File: config.mk
export PLATFORM = sky130hd
export DESIGN_NAME = dual_issue_dispatch
export DESIGN_NICKNAME = d
export VERILOG_FILES = /design/src/rtl/dual_issue_dispatch.sv
export SDC_FILE = /design/constraint.sdc
export NUM_CORES = 1
export LEC_CHECK = 0
export BUFFER_PORTS_ARGS = -buffer_cell sky130_fd_sc_hd__buf_2
export CAP_MARGIN = 10
export CORE_ASPECT_RATIO = 0.8
export CORE_UTILIZATION = 31
export CTS_BUF_LIST = sky130_fd_sc_hd__clkbuf_4 sky130_fd_sc_hd__clkbuf_8
export DETAILED_ROUTE_END_ITERATION = 10
export SLEW_MARGIN = 20
export SYNTH_ARGS = -nofsm -noshare
export SYNTH_HDL_FRONTEND = slang
export SYNTH_SLANG_ARGS = --single-unit
export TNS_END_PERCENT = 20
File: constraint.sdc
create_clock -name clk -period 2.9 [get_ports clk]
set_input_delay 0.58 -clock clk [delete_from_list [all_inputs] [get_ports clk]]
set_output_delay 0.58 -clock clk [all_outputs]
set_load 0.01 [all_outputs]
File: src/rtl/dual_issue_dispatch.sv
module dual_issue_dispatch #(
  parameter int IW = 64,
  parameter int AW = 32
) (
  input  logic          clk,
  input  logic          rst_n,
  input  logic          go,
  input  logic [IW-1:0] insn,
  output logic          busy,
  output logic          mu_req,
  output logic          mu_long,
  output logic [IW-1:0] mu_insn,
  input  logic          mu_ack,
  input  logic          mu_br_valid,
  input  logic [AW-1:0] mu_br_addr,
  input  logic          mu_kill,
  output logic          iu_req,
  output logic [IW/2-1:0] iu_insn,
  input  logic          iu_ack,
  input  logic          iu_br_valid,
  input  logic [AW-1:0] iu_br_addr,
  input  logic          iu_kill,
  output logic          slot_any,
  output logic          commit,
  output logic          done,
  output logic          nxt_valid,
  output logic [AW-1:0] nxt_addr,
  output logic          err
);
  localparam int HW = IW / 2;
  typedef enum logic [1:0] {IDLE, FIRST, SECOND, PAR} st_t;

  st_t st;
  logic [IW-1:0] w;
  logic [1:0] fmtr;
  logic mu_pend, iu_pend, bv_m, bv_i;
  logic [AW-1:0] ba_m, ba_i;

  wire first_iu = (fmtr == 2'd1);
  wire act_iu   = (st == FIRST) == first_iu;
  wire act_ack  = act_iu ? iu_ack : mu_ack;
  wire act_bv   = act_iu ? iu_br_valid : mu_br_valid;
  wire act_kill = act_iu ? iu_kill : mu_kill;
  wire [AW-1:0] act_ba = act_iu ? iu_br_addr : mu_br_addr;

  wire m_fin = !mu_pend || mu_ack;
  wire i_fin = !iu_pend || iu_ack;
  wire mbv = mu_pend ? mu_br_valid : bv_m;
  wire ibv = iu_pend ? iu_br_valid : bv_i;
  wire [AW-1:0] mba = mu_pend ? mu_br_addr : ba_m;
  wire [AW-1:0] iba = iu_pend ? iu_br_addr : ba_i;

  assign busy     = (st != IDLE);
  assign slot_any = (st == SECOND);
  assign mu_req   = (st == FIRST && !first_iu) || (st == SECOND && first_iu) || (st == PAR && mu_pend);
  assign iu_req   = (st == FIRST && first_iu) || (st == SECOND && !first_iu) || (st == PAR && iu_pend);
  assign mu_long  = (fmtr == 2'd0);
  assign mu_insn  = mu_long ? w : {{HW{1'b0}}, w[IW-1:HW]};
  assign iu_insn  = w[HW-1:0];

  always_ff @(posedge clk or negedge rst_n) begin
    if (!rst_n) begin
      st <= IDLE;
      w <= '0;
      fmtr <= '0;
      mu_pend <= 1'b0;
      iu_pend <= 1'b0;
      bv_m <= 1'b0;
      bv_i <= 1'b0;
      ba_m <= '0;
      ba_i <= '0;
      commit <= 1'b0;
      done <= 1'b0;
      nxt_valid <= 1'b0;
      nxt_addr <= '0;
      err <= 1'b0;
    end else begin
      commit <= 1'b0;
      done <= 1'b0;
      case (st)
        IDLE: if (go) begin
          w <= insn;
          fmtr <= {insn[IW-1], insn[HW-1]};
          mu_pend <= 1'b1;
          iu_pend <= 1'b1;
          st <= ({insn[IW-1], insn[HW-1]} == 2'd3) ? PAR : FIRST;
        end
        FIRST: if (act_ack) begin
          commit <= 1'b1;
          if (fmtr == 2'd0 || act_bv || act_kill) begin
            done <= 1'b1;
            nxt_valid <= act_bv;
            nxt_addr <= act_ba;
            err <= 1'b0;
            st <= IDLE;
          end else begin
            st <= SECOND;
          end
        end
        SECOND: if (act_ack) begin
          commit <= 1'b1;
          done <= 1'b1;
          nxt_valid <= act_bv;
          nxt_addr <= act_ba;
          err <= 1'b0;
          st <= IDLE;
        end
        PAR: begin
          if (mu_pend && mu_ack) begin
            mu_pend <= 1'b0;
            bv_m <= mu_br_valid;
            ba_m <= mu_br_addr;
          end
          if (iu_pend && iu_ack) begin
            iu_pend <= 1'b0;
            bv_i <= iu_br_valid;
            ba_i <= iu_br_addr;
          end
          if (m_fin && i_fin) begin
            commit <= 1'b1;
            done <= 1'b1;
            err <= mbv && ibv;
            nxt_valid <= mbv ^ ibv;
            nxt_addr <= mbv ? mba : iba;
            st <= IDLE;
          end
        end
        default: st <= IDLE;
      endcase
    end
  end
endmodule

; ---- After elaboration in Yosys (flattened, before gate mapping)
; Index checks and enable logic that the tools add are counted.
[op_classes]
eq_ne = 13
muxes = 43
n_bitwise = 1
reduce_logical = 34
[op_table]
columns = operator, count
row1 = $mux W32, 8
row2 = $pmux W32 S3, 1
row3 = $mux W64, 1
row4 = $mux W1, 20
row5 = $mux W2, 6
row6 = $logic_and A1 B1 Y1, 10
row7 = $ne A2 B1 Y1 const B, 5
row8 = $pmux W1 S3, 3
row9 = $logic_or A1 B1 Y1, 8
row10 = $pmux W2 S4, 1
row11 = $eq A2 B2 Y1 const B, 3
row12 = $pmux W1 S2, 3
row13 = $reduce_and A2 Y1, 3
row14 = $reduce_and A3 Y1, 2
row15 = $reduce_and A5 Y1, 1
row16 = $eq A2 B1 Y1 const B, 2
row17 = $logic_not A2 Y1, 2
row18 = $ne A2 B2 Y1 const B, 2
row19 = $reduce_and A4 Y1, 1
row20 = $reduce_bool A2 Y1, 2
row21 = $logic_not A1 Y1, 3
row22 = $reduce_bool A3 Y1, 1
row23 = $reduce_or A2 Y1, 1
row24 = $eq A1 B1 Y1, 1
row25 = $xor A1 B1 Y1, 1
[word_totals]
regBits = 172
inputBits = 137
out_inout_bits = 137
word_cells = 105

; ---- Logic depth before layout (Yosys ltp)
[logic_depth]
word_depth = 8
ltp_mapped = 9

; ---- Least setup slack after synthesis
; No wires, ideal clock.
[synth_path]
path_kind = reg-to-reg
start = register st[1]
end = register nxt_addr[26]
setup_ps = 128
arrival_time_ps = 2334
path_slack_ps = 438
path_stages_with_launch = 10
synth_period_minus_slack_ps = 2462
path_cell_list = dfrtp_1 > inv_1 > ha_1 > buf_2 > and4bb_1 > a31oi_1 > a32o_1 > a311oi_4 > buf_6 > mux2_1
[synth_via]
elab_chain_cells = 7
word_cells_on_any_way = 20
cone_classes = eq/ne: 8 / mux: 8 / reduce/logical: 4
[synth_lines]
columns = element, line_no
row1 = "start, declared", 33  ; st_t st;
row2 = "start signal, assigned", 86  ; st <= ({insn[IW-1], insn[HW-1]} == 2'd3) ? PAR : FIRST;
row3 = $eq A2 B1 Y1, "40, 80"
row4 = $eq A1 B1 Y1, 40  ; wire act_iu = (st == FIRST) == first_iu;
row5 = $mux W1, 42  ; wire act_bv = act_iu ? iu_br_valid : mu_br_valid;
row6 = $logic_or A1 B1 Y1 (2 in series), 90  ; if (fmtr == 2'd0 || act_bv || act_kill) begin
row7 = $ne A2 B1 Y1 (no source line), --
row8 = $reduce_and A5 Y1 (no source line), --
row9 = "end signal, assigned", 93  ; nxt_addr <= act_ba;
row10 = "end signal, assigned", 104  ; nxt_addr <= act_ba;
row11 = "end signal, assigned", 124  ; nxt_addr <= mbv ? mba : iba;
row12 = "end, declared", 27  ; output logic [AW-1:0] nxt_addr,
; Several ways; a longest one is shown, not always the timed one. The select of a mux whose other input is x is not followed.
; A chain may end at the register's enable or synchronous reset.

; ---- Final worst setup path
[layout_path]
start = register st[1]
end = register nxt_addr[27]
; The elaborated chain is that of the path after synthesis.

==> flow_metrics.tcl <==
set metrics [dict create \
    outcome "completed" \
    power.clock.fraction_pct 13.2 \
    layout-area-overhead-vs-synth_pct 22.3 \
    crit_arrival_ns 2.95 \
    placed_cells_incl_taps 1355 \
    mostFrequentLayoutCell "buf_2" \
    worst_hold_path_type "input pin to flop" \
    seq_power_share_pct 33.6 \
    fin_skew_ns 0.0177 \
    worst_skew_late_latency_ns 0.47 \
    initial_antenna_violation_count 1 \
    grt_start_max_net_pins 83 \
    vdd.ir_drop.worst_mv 0.705 \
    worstSetupPathType "flop to flop" \
    num_rows 55 \
    n_diodes 0 \
    worst_setup_path_start_kind "flop" \
    fillers 2808 \
    synth-warning-count 0 \
    maxCapViolCount 0 \
    die_w_um 194 \
    initial_core_util_pct 31.9 \
    layout_common_cells "271 x buf_2, 170 x mux2_2, 169 x dfrtp_1" \
    floorplan.die_area_um2 30200 \
    io_buffer_count 272 \
    drive_above_1_share_pct 50.8 \
    grt_use_total_pct 16.2 \
    numCtsBuffers 17 \
    detail_route.wl_per_cell_um 17.3 \
    postSynthNetCount 920 \
    gp_congestion 0.804 \
    cell_internal_pwr_mw 7.83 \
    final_max_slew_viol_count 0 \
    slew_headroom_pct 59.8 \
    tritoncts "done" \
    tritoncts_num_sinks 170 \
    wire_length_of_the_first_global_routing_pass_mm 37.8 \
    finalHoldWorstSlack_ns 0.338 \
    cpPeakStageDelay_ns 0.39 \
    io_pins 274 \
    total_leakage_power_nw 5.50 \
    switching_part_of_the_total_pct 38.8 \
    ctsRootBufferMaster "clkbuf_8" \
    finalHoldViolations 0 \
    post_place_setup_slack_ns 0.301 \
    synth.lib_cells_used.distinct 34 \
    finalWorstSetupSlack_ns 0.299 \
    min_period_over_period_pct 89.7 \
    endpoint_kind "flop" \
    setup_viol 0 \
    powerDensity_nw_per_um2 1140 \
    setup_repair_after_global_routing_missed_its_margin "false" \
    drt_drc_violations_left 0 \
    postSynthCellCount 776 \
    clk_path_buf_depth 2 \
    post_cts.resized_instances 0 \
    synth_ff_type "dfrtp_1" \
    drt_pre_antenna_iters 6 \
    worstPathMaxFanout 34 \
    first_iter_violations 307 \
    timing.fmax_mhz 384 \
    route.detailed.vias_per_inst 4.79 \
    comb_power_share_pct 53.2 \
    ys_seq_area_share_pct 46.6 \
    cts-htree-levels 4 \
    num_vias 6658 \
    avgSynthCellArea_um2 11.8 \
    timing_worst_slew_pin_value_ns 0.601 \
    switchingPower_mw 4.96 \
    die_h_um 156 \
    layout_min_cycle_time_ns 2.60 \
    grt_pass1_vias 6725 \
    cp_data_required_time_ns 3.25 \
    drtAntennaViolNets 0 \
    totalWireLength_mm 24.0 \
    fin_cells 1390 \
    dp_hpwl_mm 16.6 \
    design.core.area_um2 28600 \
    post_synth_edffs 0 \
    slowest_stage "dfrtp_1" \
    async_flop_share_pct 100 \
    cp_cell_sequence "inv_1 > ha_1 > and4bb_1 > a31oi_1 > a32o_1 > a311oi_4 > buf_12 > mux2_1" \
    worst_setup_hold_path_clk_slew_ns 0.10 \
    synthesis.area_um2 9130 \
    synth-seq-cells 170 \
    overall_overflow_remaining_after_global_route 0 \
    setup_tns_ns 0 \
    nets 1151 \
]
==> critical path, delay by kind of cell, from the launching register on <==
kind / cells / cell delay [ns]
fa+ha+maj: 1 / 0.29
mux: 1 / 0.37
compound gates: 3 / 0.71
simple gates: 1 / 0.32
buf+inv: 2 / 0.40
flops: 1 / 0.39
==> path summary, 6_finish.rpt <==
kind / slack (ns) / depth (start not counted) / startpoint / end
min: 0.34 / 2 / insn[38] / w[38]
min reg2reg: 0.49 / 1 / nxt_addr[8] / nxt_addr[8]
max in group asynchronous: 1.67 / 3 / rst_n / ba_i[20]
max reg2reg: 0.30 / 8 / st[1] / nxt_addr[27]
max: 0.30 / 8 / st[1] / nxt_addr[27]
min in group asynchronous: 0.51 / 2 / rst_n / w[55]
==> per-layer routing <==
metal	vias up	routed length (um)	GRT usage [%]	share of wire, %
li1	3178	-	-	-
met1	3300	11700	22.1	49
met2	168	11000	25.5	46
met3	10	1150	4.27	4.8
met4	2	138	3.70	0.57
met5	-	13	0	0.054
==> per-stage QoR <==
step	cell area, um^2	power [mW]	utilization, %
after floorplan	9130	9.22	-
after global placement	10800	11.1	37.6
after detailed placement	10800	11.2	37.6
after CTS	11200	13.0	39.0
after global routing	11200	13.8	39.0
final	11200	12.8	39.0
==> flip-flops by register name, summed over array words and instances, names as in the netlist, 2 cells and up <==
signal,count
ba_m,32
nxt_addr,32
ba_i,32
st,2
w,64
==> cells by family after synthesis <==
| family | after synthesis | synth area share, % |
|---|---|---|
| AO/OA/AOI/OAI | 84 | 6.45 |
| XOR/XNOR | 2 | 0.192 |
| AND/OR/NAND/NOR | 122 | 6.70 |
| buffers and inverters | 124 | 6.82 |
| adder cells (fa/ha/maj) | 7 | 0.959 |
| multiplexers | 266 | 32.3 |
| flip-flops | 170 | 46.6 |
| other | 1 | 0.0411 |
==> cells in the mapped netlist (2+ instances only) <==
library cell	count	area share [%]
o22ai_1	2	0.14
inv_1	39	1.6
buf_6	3	0.37
buf_2	9	0.49
nand3_1	35	1.9
mux2_2	170	21
mux2_4	9	1.5
dfrtp_1	170	47
nand2b_1	4	0.27
mux2_1	20	2.5
a21oi_1	5	0.27
buf_4	33	2.7
nor2_1	4	0.16
and2_1	32	2.2
ha_1	7	0.96
clkbuf_1	36	1.5
buf_1	4	0.16
o21ai_0	37	2.0
nand2_1	43	1.8
xnor2_1	2	0.19
o221ai_1	33	3.2
mux2i_1	67	7.3
==> power by group through the flow <==
stage	Clock [mW]	Combinational (mW)	Sequential (mW)
6_report	1.69	6.81	4.29
5_1_grt	1.88	7.45	4.46
4_1_cts	1.77	6.89	4.30
3_5_place_dp	0	6.87	4.35
3_3_place_gp	0	6.77	4.30
2_1_floorplan	0	4.98	4.25
==> repair_timing <==
| action | CTS | global route |
|---|---|---|
| hold buffers | 1 | 0 |
| buffers inserted | 0 | 2 |
| hold endpoints to repair | 15 | 0 |
| setup endpoints to repair | 0 | 22 |
==> area by class of cell <==
class,instances,area [um^2],area share [%]
multi-input combinational,482,4290,38.4
clock buffer,18,248,2.22
tap,370,463,4.14
inverter,39,146,1.31
timing repair buffer,297,1650,14.7
sequential,170,4260,38.1
clock inverter,14,129,1.15
Note: power is estimated with default switching activity, not from simulation.
